## config.mk

```make
export PLATFORM = sky130hd
export DESIGN_NAME = cellvid_fetch
export DESIGN_NICKNAME = d
export VERILOG_FILES = /design/src/rtl/cellvid_pkg.sv /design/src/rtl/cellvid_clkdiv.sv /design/src/rtl/cellvid_addr_mux.sv /design/src/rtl/cellvid_shifter.sv /design/src/rtl/cellvid_gate.sv /design/src/rtl/cellvid_fetch.sv
export SDC_FILE = /design/constraint.sdc
export NUM_CORES = 1
export LEC_CHECK = 0
export ABC_AREA = 1
export ABC_CLOCK_PERIOD_IN_PS = 1720
export BUFFER_PORTS_ARGS = -buffer_cell sky130_fd_sc_hd__buf_2
export CAP_MARGIN = 20
export CORE_MARGIN = 3
export CORE_UTILIZATION = 47
export DETAILED_ROUTE_END_ITERATION = 6
export MAX_ROUTING_LAYER = met4
export PLACE_DENSITY_LB_ADDON = 0.3
export SYNTH_ARGS = -nofsm -noshare
export SYNTH_HDL_FRONTEND = slang
export SYNTH_SLANG_ARGS = --single-unit
```

## constraint.sdc

```tcl
create_clock -name clk -period 1.72 [get_ports clk]
set_input_delay 0.258 -clock clk [delete_from_list [all_inputs] [get_ports clk]]
set_output_delay 0.258 -clock clk [all_outputs]
set_load 0.005 [all_outputs]
```

## src/rtl/cellvid_pkg.sv

```systemverilog
package cellvid_pkg;

   typedef enum logic [1:0] {
      RGN_SCREEN = 2'd0,
      RGN_STD    = 2'd1,
      RGN_USER   = 2'd2,
      RGN_SMALL  = 2'd3
   } region_e;

   // Glyph region: high code bit wins over the small-font select.
   function automatic logic [1:0] pick_region(input logic code_hi, input logic small_sel);
      logic [1:0] r;
      if (code_hi)        r = RGN_USER;
      else if (small_sel) r = RGN_SMALL;
      else                r = RGN_STD;
      return r;
   endfunction

endpackage

```

## src/rtl/cellvid_clkdiv.sv

```systemverilog
module cellvid_clkdiv #(
   parameter int DIV_BITS = 3
) (
   input  logic clk,
   input  logic rst_n,
   output logic clk_cpu,
   output logic clk_char,
   output logic mid_stb,
   output logic load_stb
);
   localparam logic [DIV_BITS-1:0] MID_VAL = DIV_BITS'((1 << (DIV_BITS-1)) - 1);

   logic [DIV_BITS-1:0] cnt_q;

   always_ff @(posedge clk) begin
      if (!rst_n) cnt_q <= '0;
      else        cnt_q <= cnt_q + 1'b1;
   end

   assign clk_cpu  = cnt_q[1];
   assign clk_char = cnt_q[DIV_BITS-1];
   assign mid_stb  = (cnt_q == MID_VAL);
   // all taps high: last dot of the character period
   assign load_stb = &cnt_q;

endmodule

```

## src/rtl/cellvid_addr_mux.sv

```systemverilog
module cellvid_addr_mux
   import cellvid_pkg::*;
#(
   parameter int CHAR_W    = 8,
   parameter int ROW_W     = 4,
   parameter int SCR_W     = 14,
   parameter int SCR_IDX_W = 11,
   parameter int ADDR_W    = 13
) (
   input  logic                 clk,
   input  logic                 rst_n,
   input  logic                 glyph_phase,
   input  logic                 mid_stb,
   input  logic [SCR_W-1:0]     scr_addr,
   input  logic [ROW_W-1:0]     row_addr,
   input  logic [CHAR_W-1:0]    ram_rdata,
   output logic [ADDR_W-1:0]    ram_addr
);
   logic [CHAR_W-1:0] code_q;
   logic              small_q;
   logic [1:0]        rgn;
   logic [1:0]        scr_rgn;

   always_ff @(posedge clk) begin
      if (!rst_n) begin
         code_q  <= '0;
         small_q <= 1'b0;
      end else if (mid_stb) begin
         code_q  <= ram_rdata;
         small_q <= scr_addr[SCR_W-1];
      end
   end

   always_comb begin
      rgn     = pick_region(code_q[CHAR_W-1], small_q);
      scr_rgn = RGN_SCREEN;
      if (glyph_phase) ram_addr = {rgn, code_q[CHAR_W-2:0], row_addr};
      else             ram_addr = {scr_rgn, scr_addr[SCR_IDX_W-1:0]};
   end

endmodule

```

## src/rtl/cellvid_shifter.sv

```systemverilog
module cellvid_shifter #(
   parameter int CHAR_W    = 8,
   parameter bit MSB_FIRST = 1'b1
) (
   input  logic              clk,
   input  logic              rst_n,
   input  logic              load_stb,
   input  logic [CHAR_W-1:0] glyph,
   output logic              bit_out
);
   logic [CHAR_W-1:0] sh_q;

   generate
      if (MSB_FIRST) begin : g_msb
         always_ff @(posedge clk) begin
            if (!rst_n)        sh_q <= '0;
            else if (load_stb) sh_q <= glyph;
            else               sh_q <= {sh_q[CHAR_W-2:0], 1'b0};
         end
         assign bit_out = sh_q[CHAR_W-1];
      end else begin : g_lsb
         always_ff @(posedge clk) begin
            if (!rst_n)        sh_q <= '0;
            else if (load_stb) sh_q <= glyph;
            else               sh_q <= {1'b0, sh_q[CHAR_W-1:1]};
         end
         assign bit_out = sh_q[0];
      end
   endgenerate

endmodule

```

## src/rtl/cellvid_gate.sv

```systemverilog
module cellvid_gate #(
   parameter int CELL_DELAY = 1
) (
   input  logic clk,
   input  logic rst_n,
   input  logic load_stb,
   input  logic disp_en,
   input  logic cursor,
   input  logic pix_in,
   output logic pix_out
);
   logic de_c;
   logic cur_c;

   generate
      if (CELL_DELAY == 0) begin : g_direct
         assign de_c  = disp_en;
         assign cur_c = cursor;
      end else begin : g_pipe
         logic [CELL_DELAY-1:0] de_p;
         logic [CELL_DELAY-1:0] cur_p;
         always_ff @(posedge clk) begin
            if (!rst_n) begin
               de_p  <= '0;
               cur_p <= '0;
            end else if (load_stb) begin
               de_p[0]  <= disp_en;
               cur_p[0] <= cursor;
               for (int i = 1; i < CELL_DELAY; i++) begin
                  de_p[i]  <= de_p[i-1];
                  cur_p[i] <= cur_p[i-1];
               end
            end
         end
         assign de_c  = de_p[CELL_DELAY-1];
         assign cur_c = cur_p[CELL_DELAY-1];
      end
   endgenerate

   assign pix_out = de_c & (pix_in ^ cur_c);

endmodule

```

## src/rtl/cellvid_fetch.sv

```systemverilog
module cellvid_fetch #(
   parameter int CHAR_W     = 8,
   parameter int ROW_W      = 4,
   parameter int SCR_W      = 14,
   parameter int CELL_DELAY = 1,
   parameter bit MSB_FIRST  = 1'b1
) (
   input  logic              clk,
   input  logic              rst_n,
   input  logic [SCR_W-1:0]  scr_addr,
   input  logic [ROW_W-1:0]  row_addr,
   input  logic              disp_en,
   input  logic              cursor,
   input  logic [CHAR_W-1:0] ram_rdata,
   output logic [2+CHAR_W-1+ROW_W-1:0] ram_addr,
   output logic              clk_cpu,
   output logic              clk_char,
   output logic              pixel_out
);
   localparam int DIV_BITS  = $clog2(CHAR_W);
   localparam int ADDR_W    = 2 + (CHAR_W - 1) + ROW_W;
   localparam int SCR_IDX_W = ADDR_W - 2;

   generate
      if ((1 << DIV_BITS) != CHAR_W || DIV_BITS < 2) begin : g_bad_w
         $error("CHAR_W must be a power of two of at least 4");
      end
      if (SCR_W < SCR_IDX_W + 1) begin : g_bad_scr
         $error("SCR_W too narrow for screen index plus font select");
      end
      if (CELL_DELAY < 0) begin : g_bad_dly
         $error("CELL_DELAY must not be negative");
      end
   endgenerate

   logic mid_stb;
   logic load_stb;
   logic raw_pix;

   cellvid_clkdiv #(.DIV_BITS(DIV_BITS)) u_div (
      .clk      (clk),
      .rst_n    (rst_n),
      .clk_cpu  (clk_cpu),
      .clk_char (clk_char),
      .mid_stb  (mid_stb),
      .load_stb (load_stb)
   );

   cellvid_addr_mux #(
      .CHAR_W    (CHAR_W),
      .ROW_W     (ROW_W),
      .SCR_W     (SCR_W),
      .SCR_IDX_W (SCR_IDX_W),
      .ADDR_W    (ADDR_W)
   ) u_mux (
      .clk         (clk),
      .rst_n       (rst_n),
      .glyph_phase (clk_char),
      .mid_stb     (mid_stb),
      .scr_addr    (scr_addr),
      .row_addr    (row_addr),
      .ram_rdata   (ram_rdata),
      .ram_addr    (ram_addr)
   );

   cellvid_shifter #(.CHAR_W(CHAR_W), .MSB_FIRST(MSB_FIRST)) u_sh (
      .clk      (clk),
      .rst_n    (rst_n),
      .load_stb (load_stb),
      .glyph    (ram_rdata),
      .bit_out  (raw_pix)
   );

   cellvid_gate #(.CELL_DELAY(CELL_DELAY)) u_gate (
      .clk      (clk),
      .rst_n    (rst_n),
      .load_stb (load_stb),
      .disp_en  (disp_en),
      .cursor   (cursor),
      .pix_in   (raw_pix),
      .pix_out  (pixel_out)
   );

endmodule

```

==> reports/summary.md <==
### Global route
* 0 — total gr overflow
* 16.1% — total global routing track utilization
* 3.48 mm — global-route wire length before repair
* 906 — via count of the first global-routing pass
* 0 — antenna violations before repair
* 22 — maximum number of pins on one net before global-route repair

### Hold path
* 3 — hold path cells
* in -> reg — type of the worst min-delay path
* ram_rdata[0] — Hold Startpoint
* u_sh.sh_q[0] — hold-critical path endpoint

### Layout
* 242 — number of filler cells placed in the layout
* 243 — Final #Nets
* 0 — diodes inserted
* 33.2% — share of cells above drive strength 1
* nand2_1 — commonest non-fill, non-tap cell in the layout
* nand2_1 (71), buf_2 (43), nor2_1 (28) — commonest cells after routing, fill and taps aside
* 20.2% — Area growth syn-to-layout
* 1350 µm² — final std cell area, no fill

### Floorplan
* 54.8 µm — Die Height
* 2230 µm² — total core area
* 17 — site row count
* 50.1% — initial standard-cell utilization of the core
* 3000 µm² — die area
* 46 — IO Count
* 54.8 µm — Die X

### Yosys
* 22 — Yosys reg bits
* 1120 µm² — synthesized area
* dfxtp_1 — largest area contributor in the synthesized netlist
* 39.3% — sequential-to-total area share from yosys stat
* 6.79 µm² — Mean Syn Cell Area
* 199 — synthesized netlist net count
* 165 — Cells after Synth
* 39.3% — area share of the leading cell type in the synthesized netlist
* 0 — yosys warns
* 14 — library cells used by synthesis
* dfxtp_1 (39%), nand2_1 (24%), nor2_1 (9.4%) — most area-consuming cells after synthesis

### Detailed routing
* 1,045 — routed via count
* 2.16 mm — total wire length after detailed routing
* 0 — post-route antenna net violation count
* 8 — violation count after the first detailed-routing iteration
* 4.43 — post-DR vias/cell
* 3 — first drt pass iteration count
* 9.13 µm — wire length per cell
* 0 — number of remaining DRC errors

### Setup path
* 1.17 ns — arrival time of data at the critical path endpoint
* flop — kind of launch point of the worst setup path
* u_mux.small_q — capturing point of the worst reg2reg path
* 12 — worst-path fanout max
* 0.32 ns — Reg2Reg Setup Slack
* 1.46 ns — Required @ worst endpoint
* 6 — reg2reg path depth
* reg -> out — critical path type
* u_div.cnt_q[2] — startpoint of the most critical register-to-register path
* output port — critical path capture point type

### STA
* 0 — final setup vio count
* 0.289 ns — final critical-path setup slack
* 0 — number of failing hold endpoints at the final stage
* 0 — number of pins exceeding their max-slew limit in the final report
* 0.699 GHz — Highest Clock Rate
* false — unrepaired setup endpoints after global routing
* 0.178 ns — worst hold slack across all endpoints
* 70.2% — worst relative slew slack
* 0.00138 ns — maximum clock skew at final layout
* 0 ns — aggregate negative setup slack
* 83.2% — Final period util
* 1.43 ns — final critical-path required period
* 0.447 ns — Tightest Pin Transition

### Power
* 0.742 nW — Lkg Pwr
* 736 nW/µm² — total power per unit cell area
* 991 µW — Final Total Pwr
* 0.000507 V — largest vdd supply drop

### CTS
* done — clock tree from TritonCTS
* 0 — number of resized instances in the post-cts repair step
* 0.11 ns — clock slew seen by the registers of the worst setup and hold paths
* 0 — Post-CTS Setup Inserts
* 3 — CTS Buf Count
* 0.30 ns — clk_lat worst skew
* 1 — Clock H-tree levels
* 22 — count of clock tree sinks
* 2 — deepest clock path buffer count
* clkbuf_4 — Clk Tree Root Cell
* 0 — total of hold buffers inserted after clock tree synthesis

### Place
* 1.73 mm — HPWL after detailed placement
* 0.327 ns — Place WS
* 0.742 — final RePlAce weighted congestion
* 1310 µm² — DP Area
* 43 — PortBufs

### Outcome
* finished clean — outcome

### Job
* 0 — number of maximum-capacitance constraint violations

cell usage after synthesis:
cell type	number
buf_12	1
buf_4	2
buf_6	3
clkbuf_8	1
dfxtp_1	22
ha_1	4
inv_1	13
inv_2	1
nand2_1	71
nand2_2	1
nand2_4	1
nand3_1	1
nor2_1	28
nor2_2	16
final cells by class:
| class | instances | area (µm²) | area share [%] |
|---|---|---|---|
| clock buffer | 4 | 36.3 | 2.70 |
| inverter | 14 | 52.6 | 3.90 |
| multi-input combinational | 122 | 544 | 40.4 |
| sequential | 22 | 440 | 32.7 |
| tap | 28 | 35.0 | 2.60 |
| timing repair buffer | 46 | 238 | 17.7 |
worst max path at each step:
stage	from	to	slack, ns
after global routing	u_div.cnt_q[2]	ram_addr[4]	0.18
after detailed placement	u_div.cnt_q[2]	u_mux.small_q	0.33
final	u_div.cnt_q[2]	ram_addr[8]	0.29
after CTS	u_div.cnt_q[2]	ram_addr[8]	0.27
after floorplan	u_div.cnt_q[2]	u_mux.code_q[1]	0.35
after global placement	u_div.cnt_q[2]	u_mux.small_q	0.33
cell families after synthesis:
family	Yosys count	share of synthesized area, %
buffers and inverters	21	12.1
and+or+nand+nor	118	44.1
adders and majority gates	4	4.47
DFF	22	39.3
routing by layer:
layer	global-route usage, %	routed length, µm	vias up
met2	27.2	1130	16
li1	-	-	566
met3	2.72	82	2
met1	18.6	930	461
met5	-	0	-
met4	7.05	13	0
per-stage QoR:
step,std cells,utilization [%]
after global placement,232,58.7
after detailed placement,232,58.7
final,236,60.3
after floorplan,165,-
after CTS,236,60.3
after global routing,236,60.3
report_power, final:
part	internal (mW)	total, mW	switching [mW]	leakage, nW
clock	0.129	0.274	0.145	0.0210
sequential	0.529	0.543	0.0143	0.179
combinational	0.0827	0.174	0.0909	0.542
critical path: stages (launching register included):
cell,delay (ns)
dfxtp_1,0.42
buf_4,0.21
nand2_1,0.07
nand2_1,0.07
buf_2,0.10
sequential cells by signal, summed over array words and instances, names as in the netlist:
register	count
u_div.cnt_q	3
u_gate.cur_c	1
u_gate.de_c	1
u_mux.code_q	8
u_mux.small_q	1
u_sh.sh_q	8
Note: power is estimated with default switching activity, not from simulation.
